`src/rtl/serbus_pkg.sv`:
```
package serbus_pkg;

    typedef enum logic [2:0] {
        ST_IDLE,
        ST_DEVADDR,
        ST_PTR,
        ST_WDATA,
        ST_ACK,
        ST_TX,
        ST_TXACK,
        ST_SKIP
    } serbus_state_t;

    typedef enum logic [1:0] {
        NX_PTR,
        NX_WDATA,
        NX_TX
    } serbus_after_t;

endpackage

```
`src/rtl/serbus_line_sync.sv`:
```
module serbus_line_sync (
    input  logic clk,
    input  logic rst_n,
    input  logic line_i,
    output logic level_o,
    output logic rise_o,
    output logic fall_o
);
    logic meta_q, sync_q, prev_q;

    always_ff @(posedge clk or negedge rst_n) begin
        if (!rst_n) begin
            meta_q <= 1'b1;
            sync_q <= 1'b1;
            prev_q <= 1'b1;
        end else begin
            meta_q <= line_i;
            sync_q <= meta_q;
            prev_q <= sync_q;
        end
    end

    assign level_o = sync_q;
    assign rise_o  = sync_q & ~prev_q;
    assign fall_o  = ~sync_q & prev_q;
endmodule

```
`src/rtl/serbus_pwr_guard.sv`:
```
module serbus_pwr_guard #(
    parameter int RECOVER_CYCLES = 2000
) (
    input  logic clk,
    input  logic rst_n,
    input  logic pwr_fail_i,
    output logic wr_lock
);
    localparam int CNT_W = $clog2(RECOVER_CYCLES + 1);

    logic [CNT_W-1:0] cnt_q;

    always_ff @(posedge clk or negedge rst_n) begin
        if (!rst_n) begin
            cnt_q <= '0;
        end else if (pwr_fail_i) begin
            cnt_q <= CNT_W'(RECOVER_CYCLES);
        end else if (cnt_q != '0) begin
            cnt_q <= cnt_q - 1'b1;
        end
    end

    assign wr_lock = pwr_fail_i | (cnt_q != '0);
endmodule

```
`src/rtl/serbus_byte_mem.sv`:
```
module serbus_byte_mem #(
    parameter int DEPTH = 160,
    parameter int AW    = 8,
    parameter int DW    = 8
) (
    input  logic          clk,
    input  logic          rst_n,
    input  logic          we,
    input  logic [AW-1:0] waddr,
    input  logic [DW-1:0] wdata,
    input  logic [AW-1:0] raddr,
    output logic [DW-1:0] rdata
);
    logic [DW-1:0] cells_q [DEPTH];

    always_ff @(posedge clk or negedge rst_n) begin
        if (!rst_n) begin
            for (int i = 0; i < DEPTH; i++) begin
                cells_q[i] <= '0;
            end
        end else if (we) begin
            cells_q[waddr] <= wdata;
        end
    end

    assign rdata = cells_q[raddr];
endmodule

```
`src/rtl/serbus_regfile.sv`:
```
module serbus_regfile
    import serbus_pkg::*;
#(
    parameter logic [6:0] DEV_ADDR       = 7'h68,
    parameter int         MEM_BYTES      = 160,
    parameter int         RECOVER_CYCLES = 2000
) (
    input  logic clk,
    input  logic rst_n,
    input  logic scl_i,
    input  logic sda_i,
    output logic sda_oe,
    input  logic pwr_fail_i
);
    localparam int DATA_W = 8;
    localparam int PTR_W  = $clog2(MEM_BYTES);
    localparam int BIT_W  = $clog2(DATA_W);
    localparam logic [PTR_W-1:0] PTR_LAST = PTR_W'(MEM_BYTES - 1);

    // line conditioning: index 0 = SCL, index 1 = SDA
    logic [1:0] pad_in, lvl, rise, fall;
    assign pad_in = {sda_i, scl_i};

    generate
        for (genvar g = 0; g < 2; g++) begin : g_sync
            serbus_line_sync u_sync (
                .clk     (clk),
                .rst_n   (rst_n),
                .line_i  (pad_in[g]),
                .level_o (lvl[g]),
                .rise_o  (rise[g]),
                .fall_o  (fall[g])
            );
        end
    endgenerate

    logic scl_s, sda_s, scl_rise, scl_fall, start_cond, stop_cond;
    assign scl_s      = lvl[0];
    assign sda_s      = lvl[1];
    assign scl_rise   = rise[0];
    assign scl_fall   = fall[0];
    assign start_cond = scl_s & fall[1];
    assign stop_cond  = scl_s & rise[1];

    logic wr_lock;

    serbus_pwr_guard #(
        .RECOVER_CYCLES (RECOVER_CYCLES)
    ) u_guard (
        .clk        (clk),
        .rst_n      (rst_n),
        .pwr_fail_i (pwr_fail_i),
        .wr_lock    (wr_lock)
    );

    serbus_state_t      state_q, state_d;
    serbus_after_t      after_q, after_d;
    logic [BIT_W-1:0]   bitcnt_q, bitcnt_d;
    logic               full_q, full_d;
    logic [DATA_W-1:0]  shreg_q, shreg_d;
    logic [DATA_W-1:0]  tx_q, tx_d;
    logic [PTR_W-1:0]   ptr_q, ptr_d;
    logic               ackdrv_q, ackdrv_d;
    logic               mem_we;
    logic [DATA_W-1:0]  rdata;

    serbus_byte_mem #(
        .DEPTH (MEM_BYTES),
        .AW    (PTR_W),
        .DW    (DATA_W)
    ) u_mem (
        .clk   (clk),
        .rst_n (rst_n),
        .we    (mem_we),
        .waddr (ptr_q),
        .wdata (shreg_q),
        .raddr (ptr_q),
        .rdata (rdata)
    );

    function automatic logic [PTR_W-1:0] ptr_next(input logic [PTR_W-1:0] p);
        return (p == PTR_LAST) ? '0 : p + 1'b1;
    endfunction

    // next-state and datapath decisions
    always_comb begin
        state_d  = state_q;
        after_d  = after_q;
        bitcnt_d = bitcnt_q;
        full_d   = full_q;
        shreg_d  = shreg_q;
        tx_d     = tx_q;
        ptr_d    = ptr_q;
        ackdrv_d = ackdrv_q;
        mem_we   = 1'b0;

        if (pwr_fail_i) begin
            state_d  = ST_IDLE;
            ptr_d    = '0;
            bitcnt_d = '0;
            full_d   = 1'b0;
            ackdrv_d = 1'b0;
        end else if (start_cond) begin
            state_d  = ST_DEVADDR;
            bitcnt_d = '0;
            full_d   = 1'b0;
        end else if (stop_cond) begin
            state_d  = ST_IDLE;
            bitcnt_d = '0;
            full_d   = 1'b0;
        end else begin
            unique case (state_q)
                ST_IDLE, ST_SKIP: begin
                end

                ST_DEVADDR, ST_PTR, ST_WDATA: begin
                    if (scl_rise) begin
                        shreg_d  = {shreg_q[DATA_W-2:0], sda_s};
                        bitcnt_d = bitcnt_q + 1'b1;
                        if (bitcnt_q == BIT_W'(DATA_W - 1)) full_d = 1'b1;
                    end else if (scl_fall && full_q) begin
                        full_d   = 1'b0;
                        bitcnt_d = '0;
                        state_d  = ST_ACK;
                        ackdrv_d = 1'b1;
                        if (state_q == ST_DEVADDR) begin
                            if (shreg_q[DATA_W-1:1] != DEV_ADDR) begin
                                state_d  = ST_SKIP;
                                ackdrv_d = 1'b0;
                            end else if (shreg_q[0]) begin
                                after_d = NX_TX;
                                tx_d    = rdata;
                                ptr_d   = ptr_next(ptr_q);
                            end else begin
                                after_d = NX_PTR;
                            end
                        end else if (state_q == ST_PTR) begin
                            after_d = NX_WDATA;
                            ptr_d   = (int'(shreg_q) < MEM_BYTES) ? shreg_q[PTR_W-1:0] : '0;
                        end else begin
                            after_d = NX_WDATA;
                            if (wr_lock) begin
                                ackdrv_d = 1'b0;
                            end else begin
                                mem_we = 1'b1;
                                ptr_d  = ptr_next(ptr_q);
                            end
                        end
                    end
                end

                ST_ACK: begin
                    if (scl_fall) begin
                        ackdrv_d = 1'b0;
                        bitcnt_d = '0;
                        unique case (after_q)
                            NX_PTR:   state_d = ST_PTR;
                            NX_WDATA: state_d = ST_WDATA;
                            NX_TX:    state_d = ST_TX;
                            default:  state_d = ST_IDLE;
                        endcase
                    end
                end

                ST_TX: begin
                    if (scl_rise) begin
                        bitcnt_d = bitcnt_q + 1'b1;
                        if (bitcnt_q == BIT_W'(DATA_W - 1)) full_d = 1'b1;
                    end else if (scl_fall) begin
                        if (full_q) begin
                            full_d   = 1'b0;
                            bitcnt_d = '0;
                            state_d  = ST_TXACK;
                        end else begin
                            tx_d = {tx_q[DATA_W-2:0], 1'b1};
                        end
                    end
                end

                ST_TXACK: begin
                    if (scl_rise) begin
                        if (sda_s) begin
                            state_d = ST_IDLE;
                        end else begin
                            tx_d   = rdata;
                            ptr_d  = ptr_next(ptr_q);
                            full_d = 1'b1;
                        end
                    end else if (scl_fall && full_q) begin
                        full_d   = 1'b0;
                        bitcnt_d = '0;
                        state_d  = ST_TX;
                    end
                end

                default: state_d = ST_IDLE;
            endcase
        end
    end

    // state register
    always_ff @(posedge clk or negedge rst_n) begin
        if (!rst_n) begin
            state_q  <= ST_IDLE;
            after_q  <= NX_PTR;
            bitcnt_q <= '0;
            full_q   <= 1'b0;
            shreg_q  <= '0;
            tx_q     <= '1;
            ptr_q    <= '0;
            ackdrv_q <= 1'b0;
        end else begin
            state_q  <= state_d;
            after_q  <= after_d;
            bitcnt_q <= bitcnt_d;
            full_q   <= full_d;
            shreg_q  <= shreg_d;
            tx_q     <= tx_d;
            ptr_q    <= ptr_d;
            ackdrv_q <= ackdrv_d;
        end
    end

    // output register: open-drain pull-down enable
    always_ff @(posedge clk or negedge rst_n) begin
        if (!rst_n) begin
            sda_oe <= 1'b0;
        end else begin
            sda_oe <= ((state_d == ST_ACK) && ackdrv_d) ||
                      ((state_d == ST_TX) && !tx_d[DATA_W-1]);
        end
    end
endmodule

```
`config.mk`:
```
export PLATFORM = sky130hd
export DESIGN_NAME = serbus_regfile
export DESIGN_NICKNAME = d
export VERILOG_FILES = /design/src/rtl/serbus_pkg.sv /design/src/rtl/serbus_line_sync.sv /design/src/rtl/serbus_pwr_guard.sv /design/src/rtl/serbus_byte_mem.sv /design/src/rtl/serbus_regfile.sv
export SDC_FILE = /design/constraint.sdc
export NUM_CORES = 2
export LEC_CHECK = 0
export ABC_AREA = 1
export BUFFER_PORTS_ARGS = -buffer_cell sky130_fd_sc_hd__buf_4
export CAP_MARGIN = 20
export CORE_AREA = 2 2 434 436
export CTS_CLUSTER_SIZE = 25
export DETAILED_ROUTE_END_ITERATION = 7
export DIE_AREA = 0 0 436 438
export GPL_TIMING_DRIVEN = 0
export SYNTH_ARGS = -nofsm -noshare
export SYNTH_HDL_FRONTEND = slang
export SYNTH_HIERARCHICAL = 1
export SYNTH_SLANG_ARGS = --single-unit
export TNS_END_PERCENT = 20
```
`constraint.sdc`:
```
create_clock -name clk -period 7.8 [get_ports clk]
set_clock_uncertainty 0.15 [all_clocks]
set_input_delay 0 -clock clk [delete_from_list [all_inputs] [get_ports clk]]
set_output_delay 0 -clock clk [all_outputs]
set_load 0.005 [all_outputs]
```
**Word level (Yosys, flattened, before mapping)**

Cells that the tools add are included.

- Bits in registers: 1332
- Bits of input ports: 5
- Output and inout bits: 1
- Word-level logic and storage cells: 354

- Add/sub/neg operators: 3
- Order comparisons: 3
- Eq/ne operators: 38
- Multiplexer cells: 97
- Bitwise gates (word level): 16
- Reduce and logical (&&, ||, !) cells: 20

Operators with widths:

| kind | number |
|---|---|
| $bwmux W1280 | 1 |
| $mux W8 | 30 |
| $mux W3 | 22 |
| $bmux W8 S8 | 1 |
| $demux W8 S8 | 1 |
| $mux W1 | 28 |
| $ne A2 B2 Y1 const B | 12 |
| $pmux W3 S4 | 2 |
| $pmux W8 S3 | 1 |
| $mux W11 | 2 |
| $eq A3 B3 Y1 const B | 6 |
| $pmux W8 S2 | 1 |
| $ne A5 B5 Y1 const B | 3 |
| $reduce_and A14 Y1 | 1 |
| $ne A6 B5 Y1 const B | 2 |
| $reduce_bool A11 Y1 | 1 |
| $sub A11 B1 Y11 const B | 1 |
| $mux W2 | 5 |
| $reduce_and A10 Y1 | 1 |
| $reduce_and A5 Y1 | 2 |
| $ge A9 B9 Y1 const B | 1 |
| $lt A9 B1 Y1 const B | 1 |
| $ne A3 B3 Y1 const B | 3 |
| $not A8 Y9 | 1 |
| other kinds (30) | 48 |

**Logic depth before layout (Yosys ltp)**

- Depth after elaboration: 16
- Gate-level depth with buffers: 22
- Mapped depth without buffers: 18

**Hierarchy**

Netlist, hierarchy kept.

By module, submodules not included:

| module | times used | cells an instance | area an instance (µm²) | sequential area each (µm²) |
|---|---|---|---|---|
| serbus_byte_mem | 1 | 7184 | 57884.3 | 32030.7 |
| serbus_regfile | 1 | 325 | 2383.5 | 885.8 |
| serbus_pwr_guard | 1 | 82 | 699.4 | 275.3 |
| serbus_line_sync | 2 | 7 | 93.8 | 78.8 |

**Least setup slack after synthesis**

Ideal clock, no wire load.

- Kind: flip-flop to flip-flop
- From: register g_sync[0].u_sync.prev_q
- To: register u_mem/cells_q[893] (netlist bit)
- Library setup time: 0.133 ns
- Arrival: 3.247 ns
- Required time: 7.517 ns
- Setup slack: 4.269 ns
- Cell stages (with the launch flop): 16
- Path buffers: 2
- Clock period less this slack: 3.531 ns
- Path through: dfstp_2 -> inv_1 -> nor2_1 -> nand2_1 -> nor2_4 -> inv_1 -> nor2_1 -> nand2_1 -> nor4_1 -> inv_1 -> buf_2 -> nor3_4 -> nand2_1 -> clkbuf_1 -> nand2_1 -> o21ai_0

- Word-level cells in the longest chain between the ends: 8
- Elaborated cells between the ends (all ways): 10
- Classes of those cells: mux (6); bitwise (3); reduce/logical (1)

RTL lines:

| what | RTL line | text |
|---|---|---|
| from (decl) | serbus_line_sync.sv:9 | `logic meta_q, sync_q, prev_q;` |
| from (signal assigned) | serbus_line_sync.sv:19 | `prev_q <= sync_q;` |
| $and A1 B1 Y1 | serbus_line_sync.sv:25 | `assign fall_o = ~sync_q & prev_q;` |
| named net fall[0] | serbus_regfile.sv:21 | `logic [1:0] pad_in, lvl, rise, fall;` |
| $logic_and A1 B1 Y1 | serbus_regfile.sv:121 | `end else if (scl_fall && full_q) begin` |
| $mux W1 | serbus_regfile.sv:121 |  |
| $mux W1 | serbus_regfile.sv:117 | `if (scl_rise) begin` |
| $mux W1 | serbus_regfile.sv:112 | `unique case (state_q)` |
| $mux W1 | serbus_regfile.sv:107 | `end else if (stop_cond) begin` |
| $mux W1 | serbus_regfile.sv:103 | `end else if (start_cond) begin` |
| $mux W1 | serbus_regfile.sv:97 | `if (pwr_fail_i) begin` |
| named net mem_we | serbus_regfile.sv:64 | `logic mem_we;` |
| to (signal, indexed assignment) | serbus_byte_mem.sv:22 | `cells_q[waddr] <= wdata;` |
| to (decl) | serbus_byte_mem.sv:14 | `logic [DW-1:0] cells_q [DEPTH];` |

The timed path passes the listed nets, and every way through them passes these cells.
A chain may end at the register's enable or synchronous reset.

**Worst setup path in the final report**

- From: register ptr_q[0]
- To: register sda_oe

- Word-level cells in the longest chain between the ends: 16
- Elaborated cells between the ends (all ways): 18
- Classes of those cells: mux (14); bitwise (1); reduce/logical (3)

RTL lines:

| what | RTL line | text |
|---|---|---|
| from (decl) | serbus_regfile.sv:62 | `logic [PTR_W-1:0] ptr_q, ptr_d;` |
| from (signal assigned) | serbus_regfile.sv:219 | `ptr_q <= ptr_d;` |
| $not A8 Y9 (not written as such) * | serbus_byte_mem.sv:26 | `assign rdata = cells_q[raddr];` |
| $bmux W8 S8 * | serbus_byte_mem.sv:26 |  |
| $mux W8 (not written as such) * (2 in a row) | serbus_byte_mem.sv:26 |  |
| named net rdata[7] | serbus_regfile.sv:65 | `logic [DATA_W-1:0] rdata;` |
| $mux W8 | serbus_regfile.sv:130 | `end else if (shreg_q[0]) begin` |
| $mux W8 | serbus_regfile.sv:127 | `if (shreg_q[DATA_W-1:1] != DEV_ADDR) begin` |
| $mux W8 | serbus_regfile.sv:126 | `if (state_q == ST_DEVADDR) begin` |
| $mux W8 | serbus_regfile.sv:121 |  |
| $mux W8 | serbus_regfile.sv:117 |  |
| $pmux W8 S3 * | serbus_regfile.sv:112 |  |
| $mux W8 * | serbus_regfile.sv:107 |  |
| $mux W8 * | serbus_regfile.sv:103 |  |
| $mux W8 * | serbus_regfile.sv:97 |  |
| named net tx_d[7] | serbus_regfile.sv:61 | `logic [DATA_W-1:0] tx_q, tx_d;` |
| $logic_not A1 Y1 * | serbus_regfile.sv:230 | `((state_d == ST_TX) && !tx_d[DATA_W-1]);` |
| $logic_and A1 B1 Y1 * | serbus_regfile.sv:230 |  |
| $logic_or A1 B1 Y1 * | serbus_regfile.sv:229 | `sda_oe <= ((state_d == ST_ACK) && ackdrv_d) \|\|` |
| to (signal assigned) | serbus_regfile.sv:229 |  |
| to (decl) | serbus_regfile.sv:12 | `output logic sda_oe,` |

Mark *: on every way through the listed nets, which the timed path passes. The rest lies on a longest branch. The select of a mux whose other input is x is not followed.

==> impl_metrics.json <==
{
  "path_class": "flop to flop",
  "finalCriticalPeriod_ps": 5540,
  "hold_class": "flop to flop",
  "grt_overflow_total": 0,
  "use_met2": 0.423,
  "grt_pass1_wl_mm": 410,
  "drt-initial-drc-count": 8623,
  "ir_drop_mv": 0.169,
  "p_seq_frac": 0.415,
  "synth_top_area_cell": "dfrtp_1",
  "grt-busiest-layer": "met2",
  "start_kind": "flop",
  "hold_viol_final": 0,
  "synth_nets": 7617,
  "r2r_slack_ps": 2260,
  "synth_area_leaders": "dfrtp_1 54%, nand2_1 16%, o21ai_0 11%",
  "fillers": 19500,
  "htreeDepth": 4,
  "worstPathArrival_ps": 6080,
  "switching_share": 0.310,
  "start_util": 0.328,
  "num_vias": 59900,
  "syn_area_um2": 61200,
  "avgSynthCellArea_um2": 8.04,
  "num_rows": 159,
  "synthFlopType": "dfrtp_1",
  "clkTransAtPathRegs_ps": 60,
  "cp.required_ps": 8340,
  "wl_per_cell_um": 27.9,
  "yosys_warnings": 6,
  "cts_resized": 0,
  "p_switching_mw": 5.28,
  "ys_top_cells_by_count": "2543 x nand2_1, 1361 x o21ai_0, 1318 x dfrtp_1",
  "power_mw": 17.0,
  "seq_area_frac_synth": 0.545,
  "rsz0062_at_grt": "no",
  "ant_nets": 0,
  "synth.most_common_cell": "nand2_1",
  "met3_usage": 0.0908,
  "tns_ps": 0,
  "ys_ff_latch": 1332,
  "fp.dieH_um": 438,
  "area_growth_pct": 15.8,
  "syn_inst": 7605,
  "timing.final.crit_share": 0.710,
  "finalSetupViolCount": 0,
  "hpwl_mm": 210,
  "clk_latency_ps": 820,
  "r2r.worst_path.cells": 21,
  "internal-power_mw": 11.7,
  "tightestPinTransition_ps": 1350,
  "drv_slew": 0,
  "tritoncts": "yes",
  "via_per_inst": 5.73,
  "maxCapViolations": 0,
  "wl_mm": 292,
  "core_area_um2": 187000,
  "io_pins": 6,
  "power_leakage_nw": 30.2,
  "status": "finished clean",
  "gp_congestion": 1.01,
  "post-route-util": 0.379,
  "dr.pass1.iters": 7,
  "grt_max_degree": 174,
  "clock_sinks": 1332,
  "die_w_um": 436,
  "seq_area_um2": 33300,
  "drive_gt1_frac": 0.0619,
  "nNetsFinal": 7846,
  "grt_pass1_vias": 55700,
  "end_kind": "flop",
  "drc": 0,
  "synth_edf_count": 0,
  "cp_max_fo": 11,
  "fmaxAchievable_mhz": 181,
  "pwr_density_cell_nw_per_um2": 240,
  "cts-root-buf": "clkbuf_16",
  "synthDistinctLibCells": 49,
  "cts_made_buffers": 153,
  "p_comb_frac": 0.147,
  "p_clk_frac": 0.437,
  "multi_input_area_um2": 25000,
  "slew_headroom": 0.101,
  "dieArea_um2": 191000,
  "cts_buffer_depth": 3,
  "synth-async-reset-ratio": 1.00,
  "antenna_found_initial": 18,
  "post-synth-top-area-fraction": 0.539,
  "groute.usage.overall": 0.299,
  "placement.io_buffers": 5,
  "hold_depth": 0,
  "gr-usage-met1": 0.388
}
-- logic make-up (layout without fill, tap and decap cells) --
| logic type | after synthesis | in the layout | share of synthesized area |
|---|---|---|---|
| AO/OA/AOI/OAI | 1607 | 1607 | 0.136 |
| XOR/XNOR | 4 | 4 | 0.000573 |
| adder cells (fa/ha/maj) | 7 | 7 | 0.00143 |
| buffers and inverters | 717 | 1066 | 0.0457 |
| flip-flops | 1332 | 1332 | 0.545 |
| other | 0 | 10 | 0 |
| AND/OR/NAND/NOR | 3938 | 3938 | 0.270 |
-- per-layer routing --
metal | wire length (um) | vias up
li1 | - | 25700
met1 | 112000 | 29500
met2 | 120000 | 3817
met3 | 36300 | 891
met4 | 23800 | 6
met5 | 44 | -
-- through the flow --
stage / setup WS, ps / hold WS, ps / instance area (um2) / cells
floorplan: 4270 / -446 / 61200 / 7605
global placement: -9980 / -40.8 / 64300 / 10100
detailed placement: 2630 / -40.4 / 65400 / 10200
CTS: 2610 / 205 / 70600 / 10400
global route: 2320 / 208 / 70800 / 10500
finish: 2260 / 205 / 70800 / 10500
-- power groups by stage --
stage	combinational (mW)	clock, mW	sequential [mW]
2_1_floorplan	0.962	0	7.14
3_3_place_gp	2.27	0	7.19
3_5_place_dp	2.36	0	7.18
4_1_cts	2.37	7.51	7.06
5_1_grt	2.52	7.80	7.06
6_report	2.50	7.43	7.06
-- what timing repair did --
item,in CTS,in global routing
setup buffers,0,0
hold buffers,9,0
endpoints found under the hold margin,339,0
-- flip-flops by register name, summed over array words and instances, names as in the netlist --
name                   flops
ptr_q                      8
ackdrv_q                   1
after_q                    2
g_sync.u_sync/meta_q       2
u_guard/cnt_q             11
full_q                     1
g_sync.u_sync/level_o      2
bitcnt_q                   3
u_mem/cells_q           1280
state_q                    3
sda_oe                     1
tx_q                       8
shreg_q                    8
g_sync.u_sync/prev_q       2
-- cell usage in the layout, fill, tap and decap left out, types with 6 or more instances in the layout --
cell type / n
clkbuf_1: 486
a221oi_1: 6
ha_1: 7
buf_1: 52
nor3_2: 8
buf_2: 72
nor2_1: 308
o221ai_1: 51
clkbuf_2: 9
buf_4: 10
dfstp_2: 14
nand2_2: 13
o22ai_1: 14
nand3_1: 1014
bufinv_16: 11
clkbuf_8: 35
clkinv_8: 8
nand4_1: 6
clkbuf_16: 155
nor3_4: 13
inv_1: 108
dlygate4sd3_1: 9
buf_8: 33
dfrtp_1: 1318
inv_2: 18
clkinv_2: 21
a21oi_1: 149
nand2_1: 2543
o21ai_0: 1361
o21ai_1: 9
nor2_2: 9
buf_16: 23
diode_2: 10
-- worst max-delay path, cell delays in order, from the launching register on --
cell	delay, ps
dfrtp_1	790
buf_4	390
buf_2	460
buf_2	780
clkbuf_1	800
nand2_1	120
nand3_1	130
nand3_1	190
nand3_1	180
nand2_1	80
nand2_1	80
nand3_1	80
nand3_1	180
nand3_1	250
nand2_1	200
nand2_1	70
nand2_1	70
nand2_1	60
nand2_2	100
nand3_1	90
nand2_1	60
nor2_1	40
-- worst paths after layout --
path / to / start
max: sda_oe / ptr_q[0]
min: g_sync[0].u_sync/level_o / g_sync[0].u_sync/meta_q
max reg2reg: sda_oe / ptr_q[0]
min reg2reg: g_sync[0].u_sync/level_o / g_sync[0].u_sync/meta_q
max in group asynchronous: u_mem/cells_q[856] / rst_n
min in group asynchronous: u_mem/cells_q[653] / rst_n
-- layout make-up --
class / instances / area share
sequential: 1332 / 0.471
multi-input combinational: 5556 / 0.354
clock buffer: 224 / 0.0631
tap: 2495 / 0.0441
buffer: 588 / 0.0328
timing repair buffer: 74 / 0.0185
clock inverter: 51 / 0.00974
inverter: 129 / 0.00684
antenna: 10 / 0.000353
Power figures use the tool's default switching activity.
